## config.mk

```make
export PLATFORM = sky130hd
export DESIGN_NAME = spi_oe_seq
export DESIGN_NICKNAME = d
export VERILOG_FILES = /design/src/rtl/spi_oe_pkg.sv /design/src/rtl/spi_oe_sync.sv /design/src/rtl/spi_oe_limits.sv /design/src/rtl/spi_oe_seq.sv
export SDC_FILE = /design/constraint.sdc
export NUM_CORES = 1
export LEC_CHECK = 0
export CELL_PAD_IN_SITES_DETAIL_PLACEMENT = 0
export CELL_PAD_IN_SITES_GLOBAL_PLACEMENT = 2
export CORE_MARGIN = 2
export CORE_UTILIZATION = 30
export CTS_CLUSTER_DIAMETER = 100
export CTS_CLUSTER_SIZE = 30
export DETAILED_ROUTE_END_ITERATION = 8
export PLACE_DENSITY_LB_ADDON = 0.1
export SETUP_SLACK_MARGIN = 0.02
export SLEW_MARGIN = 20
export SYNTH_ARGS = -nofsm -noshare
export SYNTH_HDL_FRONTEND = slang
export SYNTH_SLANG_ARGS = --single-unit
```

## constraint.sdc

```tcl
create_clock -name clk -period 3.6 [get_ports clk]
set_input_delay 0.54 -clock clk [delete_from_list [all_inputs] [get_ports clk]]
set_output_delay 0.54 -clock clk [all_outputs]
set_load 0.005 [all_outputs]
```

## src/rtl/spi_oe_pkg.sv

```systemverilog
package spi_oe_pkg;

    typedef enum logic [1:0] {
        FMT_MOTO  = 2'd0,
        FMT_TI    = 2'd1,
        FMT_MWIRE = 2'd2,
        FMT_RSVD  = 2'd3
    } fmt_e;

    typedef enum logic [1:0] {
        ST_IDLE = 2'd0,
        ST_ARM  = 2'd1,
        ST_ON   = 2'd2,
        ST_OFF  = 2'd3
    } seq_st_e;

endpackage

```

## src/rtl/spi_oe_sync.sv

```systemverilog
module spi_oe_sync #(
    parameter int          W      = 2,
    parameter int          STAGES = 2,
    parameter logic [W-1:0] RST_VAL = '1
) (
    input  logic         clk,
    input  logic         rst_n,
    input  logic [W-1:0] din,
    output logic [W-1:0] lvl,
    output logic [W-1:0] rise,
    output logic [W-1:0] fall
);

    typedef struct packed {
        logic [STAGES-1:0][W-1:0] pipe;
        logic [W-1:0]             prev;
    } sync_t;

    sync_t sync_d, sync_q;

    always_comb begin
        sync_d.pipe[0] = din;
        for (int k = 1; k < STAGES; k++) begin
            sync_d.pipe[k] = sync_q.pipe[k-1];
        end
        sync_d.prev = sync_q.pipe[STAGES-1];
    end

    always_ff @(posedge clk or negedge rst_n) begin
        if (!rst_n) begin
            sync_q.pipe <= {STAGES{RST_VAL}};
            sync_q.prev <= RST_VAL;
        end else begin
            sync_q <= sync_d;
        end
    end

    assign lvl  = sync_q.pipe[STAGES-1];
    assign rise = lvl & ~sync_q.prev;
    assign fall = ~lvl & sync_q.prev;

endmodule

```

## src/rtl/spi_oe_limits.sv

```systemverilog
module spi_oe_limits #(
    parameter int LEN_W    = 5,
    parameter int CNT_W    = 5,
    parameter int MIN_LEN  = 4,
    parameter int MAX_LEN  = 16,
    parameter int CMD_BITS = 8
) (
    input  logic [LEN_W-1:0] frame_len_i,
    output logic [CNT_W-1:0] ti_last_o,
    output logic [CNT_W-1:0] mw_turn_o,
    output logic [CNT_W-1:0] mw_resp_o,
    output logic [CNT_W-1:0] mw_last_o
);

    logic [CNT_W-1:0] len_c;

    always_comb begin
        if (frame_len_i < LEN_W'(MIN_LEN)) begin
            len_c = CNT_W'(MIN_LEN);
        end else if (frame_len_i > LEN_W'(MAX_LEN)) begin
            len_c = CNT_W'(MAX_LEN);
        end else begin
            len_c = CNT_W'(frame_len_i);
        end
        ti_last_o = len_c + CNT_W'(1);
        mw_turn_o = CNT_W'(CMD_BITS);
        mw_resp_o = CNT_W'(CMD_BITS + 1);
        mw_last_o = CNT_W'(CMD_BITS + 1) + len_c;
    end

    always_comb begin
        assert (len_c >= CNT_W'(MIN_LEN) && len_c <= CNT_W'(MAX_LEN))
            else $error("assert_len_clamp_R9");
    end

endmodule

```

## src/rtl/spi_oe_seq.sv

```systemverilog
module spi_oe_seq
    import spi_oe_pkg::*;
#(
    parameter int MIN_LEN     = 4,
    parameter int MAX_LEN     = 16,
    parameter int CMD_BITS    = 8,
    parameter int SYNC_STAGES = 2,
    parameter int LEN_W       = $clog2(MAX_LEN + 1)
) (
    input  logic             clk,
    input  logic             rst_n,
    input  logic [1:0]       fmt_i,
    input  logic             master_i,
    input  logic [LEN_W-1:0] frame_len_i,
    input  logic             sclk_i,
    input  logic             ss_n_i,
    input  logic             next_pend_i,
    output logic             oe_n_o
);

    localparam int CNT_W = $clog2(CMD_BITS + MAX_LEN + 2);

    typedef struct packed {
        seq_st_e          st;
        logic [CNT_W-1:0] cnt;
        logic             oe_n;
    } seq_t;

    seq_t seq_d, seq_q;

    logic [1:0]       pin_lvl, pin_rise, pin_fall;
    logic             sclk_rise, sclk_fall, ss_lvl, any_edge;
    logic [CNT_W-1:0] ti_last, mw_turn, mw_resp, mw_last, cnt_inc;
    logic             ti_edge;
    fmt_e             fmt;

    spi_oe_sync #(
        .W       (2),
        .STAGES  (SYNC_STAGES),
        .RST_VAL (2'b10)
    ) u_sync (
        .clk   (clk),
        .rst_n (rst_n),
        .din   ({ss_n_i, sclk_i}),
        .lvl   (pin_lvl),
        .rise  (pin_rise),
        .fall  (pin_fall)
    );

    spi_oe_limits #(
        .LEN_W    (LEN_W),
        .CNT_W    (CNT_W),
        .MIN_LEN  (MIN_LEN),
        .MAX_LEN  (MAX_LEN),
        .CMD_BITS (CMD_BITS)
    ) u_limits (
        .frame_len_i (frame_len_i),
        .ti_last_o   (ti_last),
        .mw_turn_o   (mw_turn),
        .mw_resp_o   (mw_resp),
        .mw_last_o   (mw_last)
    );

    assign sclk_rise = pin_rise[0];
    assign sclk_fall = pin_fall[0];
    assign ss_lvl    = pin_lvl[1];
    assign any_edge  = (|pin_rise) | (|pin_fall);
    assign fmt       = fmt_e'(fmt_i);
    assign cnt_inc   = seq_q.cnt + CNT_W'(1);
    // TI master counts sampling (falling) edges, TI slave counts launch (rising) edges
    assign ti_edge   = master_i ? sclk_fall : sclk_rise;

    always_comb begin
        seq_d = seq_q;
        unique case (fmt)
            FMT_TI: begin
                unique case (seq_q.st)
                    ST_IDLE: begin
                        if (sclk_fall && !ss_lvl) begin
                            seq_d.cnt = '0;
                            if (master_i) begin
                                seq_d.st   = ST_ON;
                                seq_d.oe_n = 1'b0;
                            end else begin
                                seq_d.st = ST_ARM;
                            end
                        end
                    end
                    ST_ARM: begin
                        if (sclk_rise) begin
                            seq_d.st   = ST_ON;
                            seq_d.cnt  = CNT_W'(1);
                            seq_d.oe_n = 1'b0;
                        end
                    end
                    ST_ON: begin
                        if (ti_edge) begin
                            if (cnt_inc == ti_last) begin
                                if (next_pend_i) begin
                                    seq_d.cnt = master_i ? '0 : CNT_W'(1);
                                end else begin
                                    seq_d.st   = ST_IDLE;
                                    seq_d.cnt  = '0;
                                    seq_d.oe_n = 1'b1;
                                end
                            end else begin
                                seq_d.cnt = cnt_inc;
                            end
                        end
                    end
                    default: begin
                        seq_d.st   = ST_IDLE;
                        seq_d.cnt  = '0;
                        seq_d.oe_n = 1'b1;
                    end
                endcase
            end
            FMT_MWIRE: begin
                if (ss_lvl) begin
                    seq_d.st   = ST_IDLE;
                    seq_d.cnt  = '0;
                    seq_d.oe_n = 1'b1;
                end else begin
                    unique case (seq_q.st)
                        ST_IDLE: begin
                            seq_d.cnt  = '0;
                            seq_d.st   = master_i ? ST_ON : ST_ARM;
                            seq_d.oe_n = !master_i;
                        end
                        ST_ARM: begin
                            if (sclk_fall) begin
                                seq_d.cnt = cnt_inc;
                                if (cnt_inc == mw_resp) begin
                                    seq_d.st   = ST_ON;
                                    seq_d.oe_n = 1'b0;
                                end
                            end
                        end
                        ST_ON: begin
                            if (sclk_fall) begin
                                seq_d.cnt = cnt_inc;
                                if (cnt_inc == (master_i ? mw_turn : mw_last)) begin
                                    seq_d.st   = ST_OFF;
                                    seq_d.oe_n = 1'b1;
                                end
                            end
                        end
                        default: begin
                            seq_d.oe_n = 1'b1;
                        end
                    endcase
                end
            end
            default: begin
                seq_d.st   = ST_IDLE;
                seq_d.cnt  = '0;
                seq_d.oe_n = ss_lvl;
            end
        endcase
    end

    always_ff @(posedge clk or negedge rst_n) begin
        if (!rst_n) begin
            seq_q.st   <= ST_IDLE;
            seq_q.cnt  <= '0;
            seq_q.oe_n <= 1'b1;
        end else begin
            seq_q <= seq_d;
        end
    end

    assign oe_n_o = seq_q.oe_n;

    assert_moto_follow_R2: assert property (@(posedge clk) disable iff (!rst_n)
        (fmt_i == FMT_MOTO || fmt_i == FMT_RSVD) |=> (oe_n_o == $past(ss_lvl)));

    assert_mw_abort_R8: assert property (@(posedge clk) disable iff (!rst_n)
        (fmt_i == FMT_MWIRE && ss_lvl) |=> oe_n_o);

    assert_cnt_bound_R9: assert property (@(posedge clk) disable iff (!rst_n)
        seq_q.cnt <= mw_last);

    assert_oe_on_strobe_R10: assert property (@(posedge clk) disable iff (!rst_n)
        (oe_n_o != $past(oe_n_o)) |-> ($past(any_edge) || ($past(fmt_i) != $past(fmt_i, 2))));

endmodule

```

==> metrics.md, run 1 <==
| Metric | Value |
|---|---|
| Final period demand of the worst path | 3.18 ns |
| Number of antenna violations at the first check in global routing | 0 |
| Port-buffer cells | 13 |
| Number of vias per cell after detailed routing | 4.97 |
| Violation count after the first detailed-route iteration | 31 |
| Number of endpoints with negative hold slack in the final report | 0 |
| Async S/R FF share, synth | 100% |
| Synthesized area | 1280 sq um |
| Gr ovfl total | 0 |
| First-pass GRT wire length | 4.93 mm |
| Antenna diodes | 0 |
| Maximum clock frequency | 314 MHz |
| Post-detailed-placement half-perimeter wirelength | 2.32 mm |
| Critical path's largest stage delay | 0.47 ns |
| Worst R2R End | seq_q[6]$_DFFE_PN0P_ |
| Clock latency at the later pin of the worst-skew pair | 0.24 ns |
| Wire per inst | 13.3 um |
| Slowest stage cell, crit path | clkdlybuf4s50_1 |
| Hold-fix buffers at CTS | 0 |
| Pin count of the biggest net entering global routing | 14 |
| Run status | completed |
| Register area share after synthesis | 25.6% |
| Unrepaired setup endpoints after global routing | no |
| Maximum buffer depth of the clock tree | 2 |
| Number of setup buffers added after CTS | 0 |
| Slew at the pin closest to its max-slew limit | 0.570 ns |
| Cells along the critical path | clkdlybuf4s50_1 > o21bai_1 > nor2_1 > ha_1 > nor3_1 > and2b_1 > o41ai_2 > a31oi_1 > nor4_2 > mux2_1 |
| Crit end category | flip-flop |
| Arrival time of the worst setup path | 3.30 ns |
| Largest voltage drop on the vdd net | 0.253 mV |
| Y dimension of the die | 69.4 um |
| TritonCTS clock tree | done |
| Startpoint type of the worst setup path | input pin |
| Cell depth of the worst flop-to-flop path | 8 |
| Via total after detailed routing | 1,064 |
| TNS Setup | 0 ns |
| Launch point of the worst reg-to-reg path | seq_q[6]$_DFFE_PN0P_ |
| Filler cell count | 418 |
| Fraction of final layout cells sized beyond drive strength 1 | 15.2% |
| Number of setup violations in the final report | 0 |
| Category of the critical setup timing path | input pin to flip-flop |
| GRT Total Usage | 12.5% |
| Top-Level Pins | 14 |
| Part of the cycle the worst path needs | 88.4% |
| Number of instances in the synthesized netlist | 149 |
| Post-route total power | 417 uW |
| DRT antenna net count | 0 |
| Most common flop cell mapped by yosys | dfrtp_1 |
| Static leakage | 0.000619 uW |
| Mean instance size in the synthesized netlist | 8.62 sq um |
| CTS sink count | 13 |
| Count of pins over their slew limit | 0 |
| Final layout net count | 187 |
| Iteration count of the initial detailed-routing pass | 4 |
| Yosys warns | 0 |
| Hold Startpoint | u_sync.sync_d[4]$_DFF_PN0_ |
| Count of distinct cell types in the synthesized netlist | 47 |
| H-tree levels | 1 |
| Standard cell core area | 4060 sq um |
| Worst Hold Path Cells | 0 |
| DRC errors left | 0 |
| Layout overhead on the synthesized area | 15.7% |
| Slack of the worst reg-to-reg path | 0.89 ns |
| Endpoint of the worst hold-timing path | u_sync.lvl[0]$_DFF_PN0_ |
| Clock buffer count from CTS | 3 |
| Clock-pin slew on the worst setup and hold paths | 0.05 ns |
| Post-cts repair resize count | 0 |
| Total detailed-routing wirelength | 2.85 mm |
| Site row count | 23 |
| Vias in the first global route | 1,052 |
| Maximum net fanout on the critical path | 7 |
| Yosys reg bits | 13 |
| Number of enable-type register cells in the synthesized netlist | 0 |
| Root buffer cell | clkbuf_8 |
| Worst slew margin relative to its limit | 61.9% |
| Count of max-cap constraint violations | 0 |
| Worst Clk Skew | 0.00344 ns |
| Post-synthesis net count | 171 |
| Path type of the worst min-delay path | flip-flop to flip-flop |
| Power density cells | 281 nW/um^2 |
| Routability congestion estimate | 0.805 |
| Die area | 4820 sq um |
| Data required time of the worst path | 3.72 ns |
| Initial standard-cell utilization of the core | 31.6% |
| Die width | 69.4 um |
cell usage in the layout (no fill, tap or decap), types with 3 or more instances in the layout:
cell             instances
a21oi_1                  4
a31oi_1                  3
buf_4                    4
clkbuf_8                 3
clkdlybuf4s50_1         13
dfrtp_1                 10
dfstp_2                  3
ha_1                     9
inv_1                   14
nand2_1                 14
nand2b_1                 3
nand3_1                  4
nor2_1                  14
nor2b_1                  5
o21ai_0                 11
xor2_1                   4
cell type report:
cell class	count	area (sq um)	area share, %
clock buffers	4	45.0	3.03
well taps	50	62.6	4.21
flip-flops and latches	13	329	22.2
repair buffers	17	160	10.8
inverters	14	52.6	3.54
multi-input cells	116	836	56.3
through the flow:
stage	hold slack [ns]	util [%]	worst slack [ns]	std cells	instance area, sq um
after global routing	0.366	36.6	0.116	214	1490
after floorplan	0.244	-	0.830	149	1280
final	0.355	36.6	0.418	214	1490
after global placement	0.337	35.5	0.163	210	1440
after CTS	0.358	36.6	0.378	214	1490
after detailed placement	0.336	35.5	0.129	210	1440
critical path, delay by kind of cell:
| kind | cells | cell delay (ns) |
|---|---|---|
| AOI/OAI and AO/OA | 3 | 0.75 |
| adders and majority gates | 1 | 0.29 |
| buffers and inverters | 1 | 0.47 |
| muxes | 1 | 0.36 |
| and+or+nand+nor | 4 | 0.89 |
logic make-up after synthesis:
| logic type | share of synthesized area, % |
|---|---|
| flops | 25.6 |
| buf+inv | 9.26 |
| compound gates | 19.9 |
| mux | 5.95 |
| fa+ha+maj | 8.77 |
| simple gates | 23.9 |
| xor+xnor | 6.63 |
state kept, by name, indices dropped and copies added, names as in the netlist:
signal and count:
oe_n_o 1, seq_q 7, u_sync.lvl 2, u_sync.sync_d 2
u_sync.sync_q 1
cell usage after synthesis, types with 3 or more instances:
cell / instances / area, sq um
a21oi_1: 4 / 20.0
a31oi_1: 3 / 18.8
buf_6: 4 / 45.0
dfrtp_1: 10 / 250
dfstp_2: 3 / 78.8
ha_1: 9 / 113
inv_1: 14 / 52.6
nand2_1: 14 / 52.6
nand2b_1: 3 / 18.8
nand3_1: 4 / 20.0
nor2_1: 14 / 52.6
nor2b_1: 5 / 31.3
o21ai_0: 11 / 55.1
xor2_1: 4 / 35.0
where the power goes:
| part | internal (uW) | switching [uW] | leakage [uW] |
|---|---|---|---|
| sequential | 157 | 7.85 | 0.000164 |
| clock | 77.8 | 47.2 | 0.0000228 |
| combinational | 61.6 | 65.7 | 0.000432 |
layer usage:
metal	vias to the layer above	part of all wire [%]	routed length [um]	global-route usage (%)
li1	550	-	-	-
met1	500	45	1280	16.1
met2	14	52	1470	22.1
met3	0	3.2	90	3.05
met4	0	0	0	0.654
met5	-	0	0	0
how the worst max path moves through the flow:
stage	startpoint	to	slack (ns)	depth (start not counted)
4_1_cts	frame_len_i[2]	seq_q[7]$_DFFE_PN0P_	0.38	10
2_1_floorplan	frame_len_i[4]	seq_q[6]$_DFFE_PN0P_	0.83	11
3_3_place_gp	frame_len_i[2]	seq_q[7]$_DFFE_PN0P_	0.16	10
3_5_place_dp	frame_len_i[2]	seq_q[7]$_DFFE_PN0P_	0.13	10
5_1_grt	frame_len_i[2]	seq_q[7]$_DFFE_PN0P_	0.12	10
6_report	frame_len_i[2]	seq_q[6]$_DFFE_PN0P_	0.42	10
(Power assumes the default switching activity.)
==> run 2: changes to the inputs <==
--- a/config.mk
+++ b/config.mk
@@ -5,6 +5,7 @@
 export SDC_FILE = /design/constraint.sdc
 export NUM_CORES = 1
 export LEC_CHECK = 0
+export CAP_MARGIN = 30
 export CELL_PAD_IN_SITES_DETAIL_PLACEMENT = 0
 export CELL_PAD_IN_SITES_GLOBAL_PLACEMENT = 2
 export CORE_MARGIN = 2
==> results of run 2 <==
Final layout, timing and power as in run 1 (identical DEF).
